==> config.mk <==
export PLATFORM = sky130hd
export DESIGN_NAME = ts_splice_ctrl
export DESIGN_NICKNAME = d
export VERILOG_FILES = /design/src/rtl/ts_splice_pkg.sv /design/src/rtl/splice_lane.sv /design/src/rtl/splice_status.sv /design/src/rtl/ts_splice_ctrl.sv
export SDC_FILE = /design/constraint.sdc
export NUM_CORES = 1
export LEC_CHECK = 0
export ABC_AREA = 0
export CAP_MARGIN = 20
export CORE_MARGIN = 4
export CORE_UTILIZATION = 42
export CTS_CLUSTER_SIZE = 40
export DETAILED_ROUTE_END_ITERATION = 8
export PLACE_DENSITY = 0.84
export SLEW_MARGIN = 10
export SYNTH_ARGS = -nofsm -noshare
export SYNTH_HDL_FRONTEND = slang
export SYNTH_HIERARCHICAL = 1
export SYNTH_SLANG_ARGS = --single-unit
export TNS_END_PERCENT = 10
==> constraint.sdc <==
create_clock -name clk -period 1.5 [get_ports clk]
set_input_delay 0.225 -clock clk [delete_from_list [all_inputs] [get_ports clk]]
set_output_delay 0.225 -clock clk [all_outputs]
set_load 0.03 [all_outputs]
==> src/rtl/ts_splice_pkg.sv <==
package ts_splice_pkg;
  localparam int PID_BITS = 13;
  localparam int CD_BITS  = 8;
  localparam int STAT_BITS = 16;

  typedef enum logic [1:0] {
    SEL_AUD_ACTIVE = 2'd0,
    SEL_AUD_SPLICE = 2'd1,
    SEL_VID_ACTIVE = 2'd2,
    SEL_VID_SPLICE = 2'd3
  } host_sel_e;

  // a header counts for a stream when it carries the splice marker on that stream's PID
  function automatic logic splice_hit(input logic af, input logic sp,
                                      input logic [PID_BITS-1:0] pid,
                                      input logic [PID_BITS-1:0] active);
    return af && sp && (pid == active);
  endfunction

  function automatic logic countdown_expired(input logic [CD_BITS-1:0] cd);
    return cd == '0;
  endfunction
endpackage

==> src/rtl/splice_lane.sv <==
module splice_lane #(
  parameter int PID_W = ts_splice_pkg::PID_BITS,
  parameter logic [PID_W-1:0] RESET_PID = '0
) (
  input  logic             clk,
  input  logic             rst_n,
  input  logic             hdr_valid,
  input  logic [PID_W-1:0] hdr_pid,
  input  logic             hdr_af,
  input  logic             hdr_sp,
  input  logic             hdr_cd_zero,
  input  logic             pkt_end,
  input  logic             wr_active,
  input  logic             wr_splice,
  input  logic [PID_W:0]   wr_data,
  output logic [PID_W-1:0] active_pid,
  output logic [PID_W:0]   splice_cfg,
  output logic             hit,
  output logic             swap_fire
);
  logic pending;
  logic enable;
  logic arm;

  assign enable    = splice_cfg[PID_W];
  assign hit       = hdr_valid && ts_splice_pkg::splice_hit(hdr_af, hdr_sp, hdr_pid, active_pid);
  assign arm       = hit && hdr_cd_zero && enable;
  assign swap_fire = pkt_end && pending && enable;

  always_ff @(posedge clk) begin
    if (!rst_n) begin
      pending <= 1'b0;
    end else if (arm) begin
      pending <= 1'b1;
    end else if (pkt_end) begin
      pending <= 1'b0;
    end
  end

  always_ff @(posedge clk) begin
    if (!rst_n) begin
      active_pid <= RESET_PID;
    end else if (wr_active) begin
      active_pid <= wr_data[PID_W-1:0];
    end else if (swap_fire) begin
      active_pid <= splice_cfg[PID_W-1:0];
    end
  end

  always_ff @(posedge clk) begin
    if (!rst_n) begin
      splice_cfg <= '0;
    end else if (wr_splice) begin
      splice_cfg <= wr_data;
    end else if (swap_fire) begin
      splice_cfg[PID_W-1:0] <= active_pid;
    end
  end

  a_r4_swap_exchange: assert property (@(posedge clk) disable iff (!rst_n)
    swap_fire && !wr_active && !wr_splice |=>
      active_pid == $past(splice_cfg[PID_W-1:0]) && splice_cfg[PID_W-1:0] == $past(active_pid));

  a_r10_host_wins_standby: assert property (@(posedge clk) disable iff (!rst_n)
    swap_fire && wr_splice && !wr_active |=>
      active_pid == $past(splice_cfg[PID_W-1:0]) && splice_cfg == $past(wr_data));

  a_r6_hold_mid_packet: assert property (@(posedge clk) disable iff (!rst_n)
    !pkt_end && !wr_active |=> $stable(active_pid));

  a_r5_disabled_no_swap: assert property (@(posedge clk) disable iff (!rst_n)
    !enable && !wr_active |=> $stable(active_pid));
endmodule

==> src/rtl/splice_status.sv <==
module splice_status #(
  parameter int CD_W   = ts_splice_pkg::CD_BITS,
  parameter int STAT_W = ts_splice_pkg::STAT_BITS
) (
  input  logic              clk,
  input  logic              rst_n,
  input  logic              hit_any,
  input  logic [CD_W-1:0]   hdr_cd,
  input  logic              swap_aud,
  input  logic              swap_vid,
  input  logic              host_rd,
  output logic [STAT_W-1:0] status
);
  localparam int PAD_W = STAT_W - 3 - CD_W;

  logic [CD_W-1:0] cd_q;
  logic eosp_q, aud_q, vid_q;
  logic swap_any;

  assign swap_any = swap_aud || swap_vid;
  assign status   = {eosp_q, aud_q, vid_q, {PAD_W{1'b0}}, cd_q};

  always_ff @(posedge clk) begin
    if (!rst_n) begin
      cd_q <= '0;
    end else if (hit_any) begin
      cd_q <= hdr_cd;
    end
  end

  // a new event outranks the read clear
  always_ff @(posedge clk) begin
    if (!rst_n) begin
      eosp_q <= 1'b0;
      aud_q  <= 1'b0;
      vid_q  <= 1'b0;
    end else begin
      if (swap_any)     eosp_q <= 1'b1;
      else if (host_rd) eosp_q <= 1'b0;
      if (swap_aud)     aud_q  <= 1'b1;
      else if (host_rd) aud_q  <= 1'b0;
      if (swap_vid)     vid_q  <= 1'b1;
      else if (host_rd) vid_q  <= 1'b0;
    end
  end

  a_r3_capture_countdown: assert property (@(posedge clk) disable iff (!rst_n)
    hit_any |=> status[CD_W-1:0] == $past(hdr_cd));

  a_r8_audio_event: assert property (@(posedge clk) disable iff (!rst_n)
    swap_aud |=> status[STAT_W-1] && status[STAT_W-2]);

  a_r8_video_event: assert property (@(posedge clk) disable iff (!rst_n)
    swap_vid |=> status[STAT_W-1] && status[STAT_W-3]);

  a_r9_read_clears: assert property (@(posedge clk) disable iff (!rst_n)
    host_rd && !swap_any |=> status[STAT_W-1:STAT_W-3] == 3'b000 && $stable(status[CD_W-1:0]));

  initial begin
    a_r9_layout_fits: assert (PAD_W >= 0);
  end
endmodule

==> src/rtl/ts_splice_ctrl.sv <==
module ts_splice_ctrl #(
  parameter int PID_W  = ts_splice_pkg::PID_BITS,
  parameter int CD_W   = ts_splice_pkg::CD_BITS,
  parameter int STAT_W = ts_splice_pkg::STAT_BITS,
  parameter logic [PID_W-1:0] RESET_AUDIO_PID = 13'h0100,
  parameter logic [PID_W-1:0] RESET_VIDEO_PID = 13'h0101
) (
  input  logic              clk,
  input  logic              rst_n,
  input  logic              hdr_valid,
  input  logic [PID_W-1:0]  hdr_pid,
  input  logic              hdr_af_present,
  input  logic              hdr_splice_point,
  input  logic [CD_W-1:0]   hdr_countdown,
  input  logic              pkt_end,
  input  logic              host_wr,
  input  logic [1:0]        host_sel,
  input  logic [PID_W:0]    host_wdata,
  input  logic              host_rd,
  output logic [PID_W-1:0]  active_audio_pid,
  output logic [PID_W-1:0]  active_video_pid,
  output logic [PID_W:0]    audio_splice_cfg,
  output logic [PID_W:0]    video_splice_cfg,
  output logic [STAT_W-1:0] splice_status
);
  import ts_splice_pkg::*;

  localparam int LANES = 2; // 0 = audio, 1 = video

  logic             cd_zero;
  logic [LANES-1:0] lane_hit;
  logic [LANES-1:0] lane_swap;
  logic [PID_W-1:0] lane_active [LANES];
  logic [PID_W:0]   lane_cfg    [LANES];

  assign cd_zero = countdown_expired(hdr_countdown);

  for (genvar g = 0; g < LANES; g++) begin : g_lane
    logic wr_act, wr_spl;
    assign wr_act = host_wr && (host_sel == ((g == 0) ? SEL_AUD_ACTIVE : SEL_VID_ACTIVE));
    assign wr_spl = host_wr && (host_sel == ((g == 0) ? SEL_AUD_SPLICE : SEL_VID_SPLICE));

    splice_lane #(
      .PID_W     (PID_W),
      .RESET_PID ((g == 0) ? RESET_AUDIO_PID : RESET_VIDEO_PID)
    ) u_lane (
      .clk         (clk),
      .rst_n       (rst_n),
      .hdr_valid   (hdr_valid),
      .hdr_pid     (hdr_pid),
      .hdr_af      (hdr_af_present),
      .hdr_sp      (hdr_splice_point),
      .hdr_cd_zero (cd_zero),
      .pkt_end     (pkt_end),
      .wr_active   (wr_act),
      .wr_splice   (wr_spl),
      .wr_data     (host_wdata),
      .active_pid  (lane_active[g]),
      .splice_cfg  (lane_cfg[g]),
      .hit         (lane_hit[g]),
      .swap_fire   (lane_swap[g])
    );
  end

  splice_status #(.CD_W(CD_W), .STAT_W(STAT_W)) u_status (
    .clk      (clk),
    .rst_n    (rst_n),
    .hit_any  (|lane_hit),
    .hdr_cd   (hdr_countdown),
    .swap_aud (lane_swap[0]),
    .swap_vid (lane_swap[1]),
    .host_rd  (host_rd),
    .status   (splice_status)
  );

  assign active_audio_pid = lane_active[0];
  assign active_video_pid = lane_active[1];
  assign audio_splice_cfg = lane_cfg[0];
  assign video_splice_cfg = lane_cfg[1];

  a_r11_audio_swap_spares_video: assert property (@(posedge clk) disable iff (!rst_n)
    lane_swap[0] && !lane_swap[1] && !host_wr |=>
      $stable(active_video_pid) && $stable(video_splice_cfg));
endmodule

After elaboration in Yosys (flattened, before gate mapping)
Index checks and enable logic that the tools add are counted.
{ "totals": {"regBits": 67, "latchBits": 0, "mem_bits_rw": 0, "mem_bits_ro": 0, "inputBits": 45, "memories": 0} }
{ "op_classes": {"n_addsub": 0, "n_mul": 0, "div_mod_pow": 0, "n_lt_le_gt_ge": 0, "n_eq_ne": 5, "n_shift": 0, "muxes": 15, "bitwise_logic": 0, "reduce_logical": 30} }
{ "op_table": {"columns": ["cell", "n"], "rows": [
  ["$mux 13", 8],
  ["$eq 13x13->1", 2],
  ["$reduce_bool 2->1", 9],
  ["$logic_and 1x1->1", 17],
  ["$logic_not 8->1", 1],
  ["$mux 1", 7],
  ["$eq 2x2->1 const B", 2],
  ["$eq 2x1->1 const B", 1],
  ["$logic_not 2->1", 1],
  ["$reduce_or 2->1", 1],
  ["$logic_or 1x1->1", 1]
]} }

Depth between registers and ports, before layout
{ "logic_depth": {"ltp_word": 6, "mapped_depth": 7, "depth_no_buf": 6} }

Modules after synthesis
Netlist, hierarchy kept.
{ "by_module_without_submodules": {"columns": ["mod", "instances", "cells_each", "area_each_um2", "seq_area_each_um2"], "rows": [
  ["splice_lane (g_lane[0].u_lane)", 1, 167, 1471.4, 560.5],
  ["splice_lane (g_lane[1].u_lane)", 1, 165, 1467.7, 560.5],
  ["splice_status", 1, 44, 473.0, 220.2],
  ["ts_splice_ctrl", 1, 9, 55.1, 0.0]
]} }

Least setup slack after synthesis
No wires, ideal clock.
{ "synth_path": {"kind": "flip-flop to flip-flop", "startpoint": "register g_lane[1].u_lane.active_pid[2]", "endpoint": "register u_status.cd_q[0]", "t_arrival_ns": 1.591, "setup_slack_ns": -0.207, "stages_incl_launch_ff": 8, "path_cell_list": "dfxtp_1 -> xnor2_1 -> nand4_1 -> nor4_2 -> or2_2 -> buf_6 -> mux2i_1 -> nor2b_1"} }
{ "synth_between": {"elab_chain_len": 4} }
{ "synth_lines": {"columns": ["element", "line", "text"], "rows": [
  ["start, declared", "splice_lane.sv:16", "output logic [PID_W-1:0] active_pid,"],
  ["start signal, assigned", "splice_lane.sv:44", "active_pid <= wr_data[PID_W-1:0];"],
  ["start signal, assigned", "splice_lane.sv:46", "active_pid <= splice_cfg[PID_W-1:0];"],
  ["$eq 13x13->1", "ts_splice_pkg.sv:17", "return af && sp && (pid == active);"],
  ["$logic_and 1x1->1", "ts_splice_pkg.sv:17", null],
  ["$logic_and 1x1->1", "splice_lane.sv:26", "assign hit = hdr_valid && ts_splice_pkg::splice_hit(hdr_af, hdr_sp, hdr_pid, active_pid);"],
  ["named net lane_hit[1]", "ts_splice_ctrl.sv:31", "logic [LANES-1:0] lane_hit;"],
  ["$reduce_or 2->1", "ts_splice_ctrl.sv:68", ".hit_any (|lane_hit),"],
  ["end signal, assigned", "splice_status.sv:27", "cd_q <= hdr_cd;"],
  ["end, declared", "splice_status.sv:16", "logic [CD_W-1:0] cd_q;"]
]} }
The timed path passes the listed nets, and every way through them passes these cells.
A chain may end at the register's enable or synchronous reset.

Worst setup path in the final report
{ "layout_path": {"startpoint": "register g_lane[0].u_lane.active_pid[3]", "endpoint": "register u_status.cd_q[3]"} }
{ "layout_between": {"elab_chain_len": 4} }
{ "layout_lines": {"columns": ["element", "line"], "rows": [
  ["start, declared", "splice_lane.sv:16"],
  ["start signal, assigned", "splice_lane.sv:44"],
  ["start signal, assigned", "splice_lane.sv:46"],
  ["$eq 13x13->1", "ts_splice_pkg.sv:17"],
  ["$logic_and 1x1->1", "ts_splice_pkg.sv:17"],
  ["$logic_and 1x1->1", "splice_lane.sv:26"],
  ["named net lane_hit[0]", "ts_splice_ctrl.sv:31"],
  ["$reduce_or 2->1", "ts_splice_ctrl.sv:68"]
]} }
The timed path passes the listed nets, and every way through them passes these cells.

==> results by group <==
Floorplanning
  – # rows: 32
  – IO Count: 115
  – Starting density of the core: 0.4396
  – Die width: 98.86 microns
  – Core area: 7888 sq um
  – Die area: 9772 sq um
  – DIE HEIGHT: ~99 microns

Min path
  – Hold Crit Start: u_status/cd_q[4]$_SDFFE_PN0P_
  – Hold depth: 2
  – Hold Path Class: flop to flop
  – Endpoint, Worst Hold: u_status/cd_q[4]$_SDFFE_PN0P_

Clock tree
  – Clk slew on worst S/H paths: 70 ps
  – Htree depth: 3
  – Hold-fix buffers, CTS: 0
  – CTS sink count: 67
  – Maximum clock path buffer count: 2
  – TritonCTS Buffers: 9
  – Clock Latency Late Sink: 330 ps
  – CTS tree: done
  – Root buffer cell: clkbuf_8

Synth
  – Avg Cell Area, Syn: 9.005 sq um
  – Cells after Synth: just under 400
  – Synth Cell Area: 3467 sq um
  – YS warnings: 6
  – Yosys reg bits: 67
  – Ys flop type: dfxtp_1
  – Post-synth EDFFs: 0
  – Async SR Flop Fraction: 0
  – Register area share after synthesis: 0.3869
  – Yosys cell types: 29

Route
  – Post-route ant nets: 0
  – Initial DRT Pass Iterations: 4
  – Initial DRC Count: 92
  – Routed wl met3: around 960 microns
  – DR WL met2: 4663 microns
  – Top layer used by detailed routing: met4
  – Vias/cell: 4.975
  – Drt wl/cell: between 15 and 20 microns
  – Via Count: 3194
  – Drt total wl: approximately 10000 microns
  – Post-Route M1 WL: 4303 microns
  – # DRC: 0

Worst setup path
  – WP data required: 1730 ps
  – Crit start category: flop
  – Buf+Inv Stages, Crit Path: 0
  – CP Capture Type: flop
  – Worst EP arrival: 1930 ps
  – Reg2Reg Depth: 6
  – Reg2Reg Setup Slack: -200 ps
  – CP Class: flop to flop
  – Slowest stage delay, CP: 360 ps
  – Reg-to-Reg Start: g_lane[0].u_lane/active_pid[3]$_SDFFE_PN0P_
  – Critical path's slowest cell: nor4_4
  – RR Endpoint: u_status/cd_q[3]$_SDFFE_PN0P_
  – CP Cell Sequence: xnor2_2, nand4_1, nor4_4, or2_4, mux2i_1, nor2b_1
  – Worst Path Max Fanout: 8
  – CP top delay family: simple AND/OR/NAND/NOR gates

STA
  – Setup TNS: -1271 ps
  – Tmin final: 1699 ps
  – Fin crit share: 1.132
  – RSZ-0062 raised after global routing: true
  – Max Clock Skew: around 5.4 ps
  – Final worst slack: -198.5 ps
  – F_max: 588.8 MHz
  – Fin. max-slew vios: 0
  – Final Setup Violations: 9
  – Final Hold Fails: 0
  – Worst hold slack: 516.3 ps

Run status
  – Failing checks: setup timing
  – Status: finished, violations left

Pwr
  – Total Power: about 3.9 mW
  – Maximum VDD drop: 0.4982 mV
  – P per Cell Area: 739.6 nW/um^2
  – Static Leak: 2.649 nW

Finish
  – Layout area overhead: 51.39%
  – Share of cells above drive strength 1: 0.1989
  – Number of nets in the layout: 578
  – Fillers: 677

Placement
  – Port Buffer Count: 109
  – Post-DP HPWL: 7692 microns
  – Final Wtd Congestion: 0.8493

Global routing
  – Gr usage total: 0.2026
  – First-pass GRT wire length: 15650 microns
  – Number of global-route vias before repair: between 3000 and 4000
  – Gr ovfl total: 0
  – Initial antenna violation count: 1
  – Pin count of the biggest net entering global routing: 28

Flow run
  – Max_cap viols: 0
## state kept, by name, indices dropped and copies added (netlist names)
name,flops
g_lane.u_lane/splice_cfg,28
u_status/aud_q,1
g_lane.u_lane/active_pid,26
g_lane.u_lane/pending,2
u_status/vid_q,1
u_status/eosp_q,1
u_status/cd_q,8
## routing by layer
layer  GRT usage  vias to the layer above
met5           0                        -
li1            -                     1594
met2      0.3347                      123
met4     0.07563                        0
met3     0.06582                       16
met1      0.2450                     1461
## synthesized netlist by cell type, types with 2 or more instances
master,n,area share
buf_4,10,0.022
buf_1,3,0.0032
o21ai_0,48,0.069
clkbuf_1,12,0.013
a41o_1,2,0.0058
buf_6,5,0.016
buf_2,2,0.0029
and3b_1,3,0.0076
xnor2_1,26,0.066
mux2_2,3,0.0097
and2_1,49,0.088
inv_1,2,0.0022
dfxtp_1,67,0.39
or4_1,2,0.0043
nand3_1,2,0.0029
nor4_2,2,0.0072
nand4_1,8,0.014
nand2_1,53,0.057
o21a_1,2,0.0043
mux2i_1,62,0.18
nor2_1,2,0.0022
nor2b_1,13,0.023
## area by class of cell
class	instances	area, sq um	area share
flip-flops and latches	67	1416	0.2698
multi-input cells	287	1967	0.3747
clock inverters	2	10.01	0.001907
diodes	2	5.005	0.0009535
well taps	102	127.6	0.02431
inverters	2	7.507	0.001430
clock buffers	14	172.7	0.03290
repair buffers	166	1543	0.2939
## placed cells by master (no fill, tap or decap)
cell	n
dfxtp_4	17
and2_1	49
diode_2	2
nor2_1	2
buf_4	47
nand4_1	8
clkbuf_8	12
o21ai_0	48
clkdlybuf4s50_1	33
and3b_1	3
clkdlybuf4s15_1	2
or4_1	2
clkbuf_1	2
o21ai_1	1
and3_1	1
nor4_4	1
buf_6	1
buf_12	9
inv_1	2
xnor2_1	24
nor2b_1	13
nand2_1	53
nand3_2	1
dfxtp_2	9
a41o_1	2
clkinv_2	2
dfxtp_1	41
or2_4	1
nand3_1	1
conb_1	5
o31a_1	1
xnor2_2	2
o21a_1	2
dlygate4sd2_1	74
nor4_2	1
nor3b_2	1
mux2_2	3
mux2i_1	62
## cell families (layout without fill, tap and decap cells)
| group | after synthesis | count (layout) | synth area share |
|---|---|---|---|
| mux | 65 | 65 | 0.1887 |
| xor+xnor | 26 | 26 | 0.06568 |
| compound gates | 54 | 54 | 0.08336 |
| buf+inv | 35 | 184 | 0.06062 |
| flops | 67 | 67 | 0.3869 |
| other cells | 1 | 7 | 0.001082 |
| simple gates | 137 | 137 | 0.2136 |
## worst min-delay path: stages, from the launching register on
cell	delay, ps
dfxtp_1	320
mux2i_1	60
nor2b_1	100
## how the worst max path moves through the flow
stage / start / to / slack (ps) / cells after the start
after detailed placement: hdr_pid[3] / u_status/cd_q[3]$_SDFFE_PN0P_ / -670 / 7
after CTS: g_lane[0].u_lane/active_pid[3]$_SDFFE_PN0P_ / u_status/cd_q[3]$_SDFFE_PN0P_ / -140 / 6
final: g_lane[0].u_lane/active_pid[3]$_SDFFE_PN0P_ / u_status/cd_q[3]$_SDFFE_PN0P_ / -200 / 6
after floorplan: g_lane[1].u_lane/active_pid[3]$_SDFFE_PN0P_ / u_status/cd_q[0]$_SDFFE_PN0P_ / -40 / 7
after global routing: g_lane[0].u_lane/active_pid[3]$_SDFFE_PN0P_ / u_status/cd_q[0]$_SDFFE_PN0P_ / -290 / 6
after global placement: hdr_pid[2] / u_status/cd_q[3]$_SDFFE_PN0P_ / -570 / 7
## where the power goes
part	internal (mW)	switching [mW]
Combinational	0.306	0.337
Sequential	1.81	0.0386
Clock	0.733	0.660
## what timing repair did
action / 4_1_cts / 5_1_grt
buffers inserted: 2 / 1
gates resized for setup: 79 / 5
setup endpoints to repair: 73 / 14
pin swaps: 9 / 4
## through the flow
| stage | instances | utilization | setup WS, ps | area, sq um |
|---|---|---|---|---|
| 2_1_floorplan | 389 | - | -37.44 | 3557 |
| 3_3_place_gp | 621 | 0.6461 | -567.5 | 5096 |
| 3_5_place_dp | 621 | 0.6461 | -671.2 | 5096 |
| 4_1_cts | 639 | 0.6613 | -142.6 | 5216 |
| 5_1_grt | 641 | 0.6651 | -288.1 | 5246 |
| 6_report | 642 | 0.6655 | -198.5 | 5249 |
Note: power is estimated with default switching activity, not from simulation.
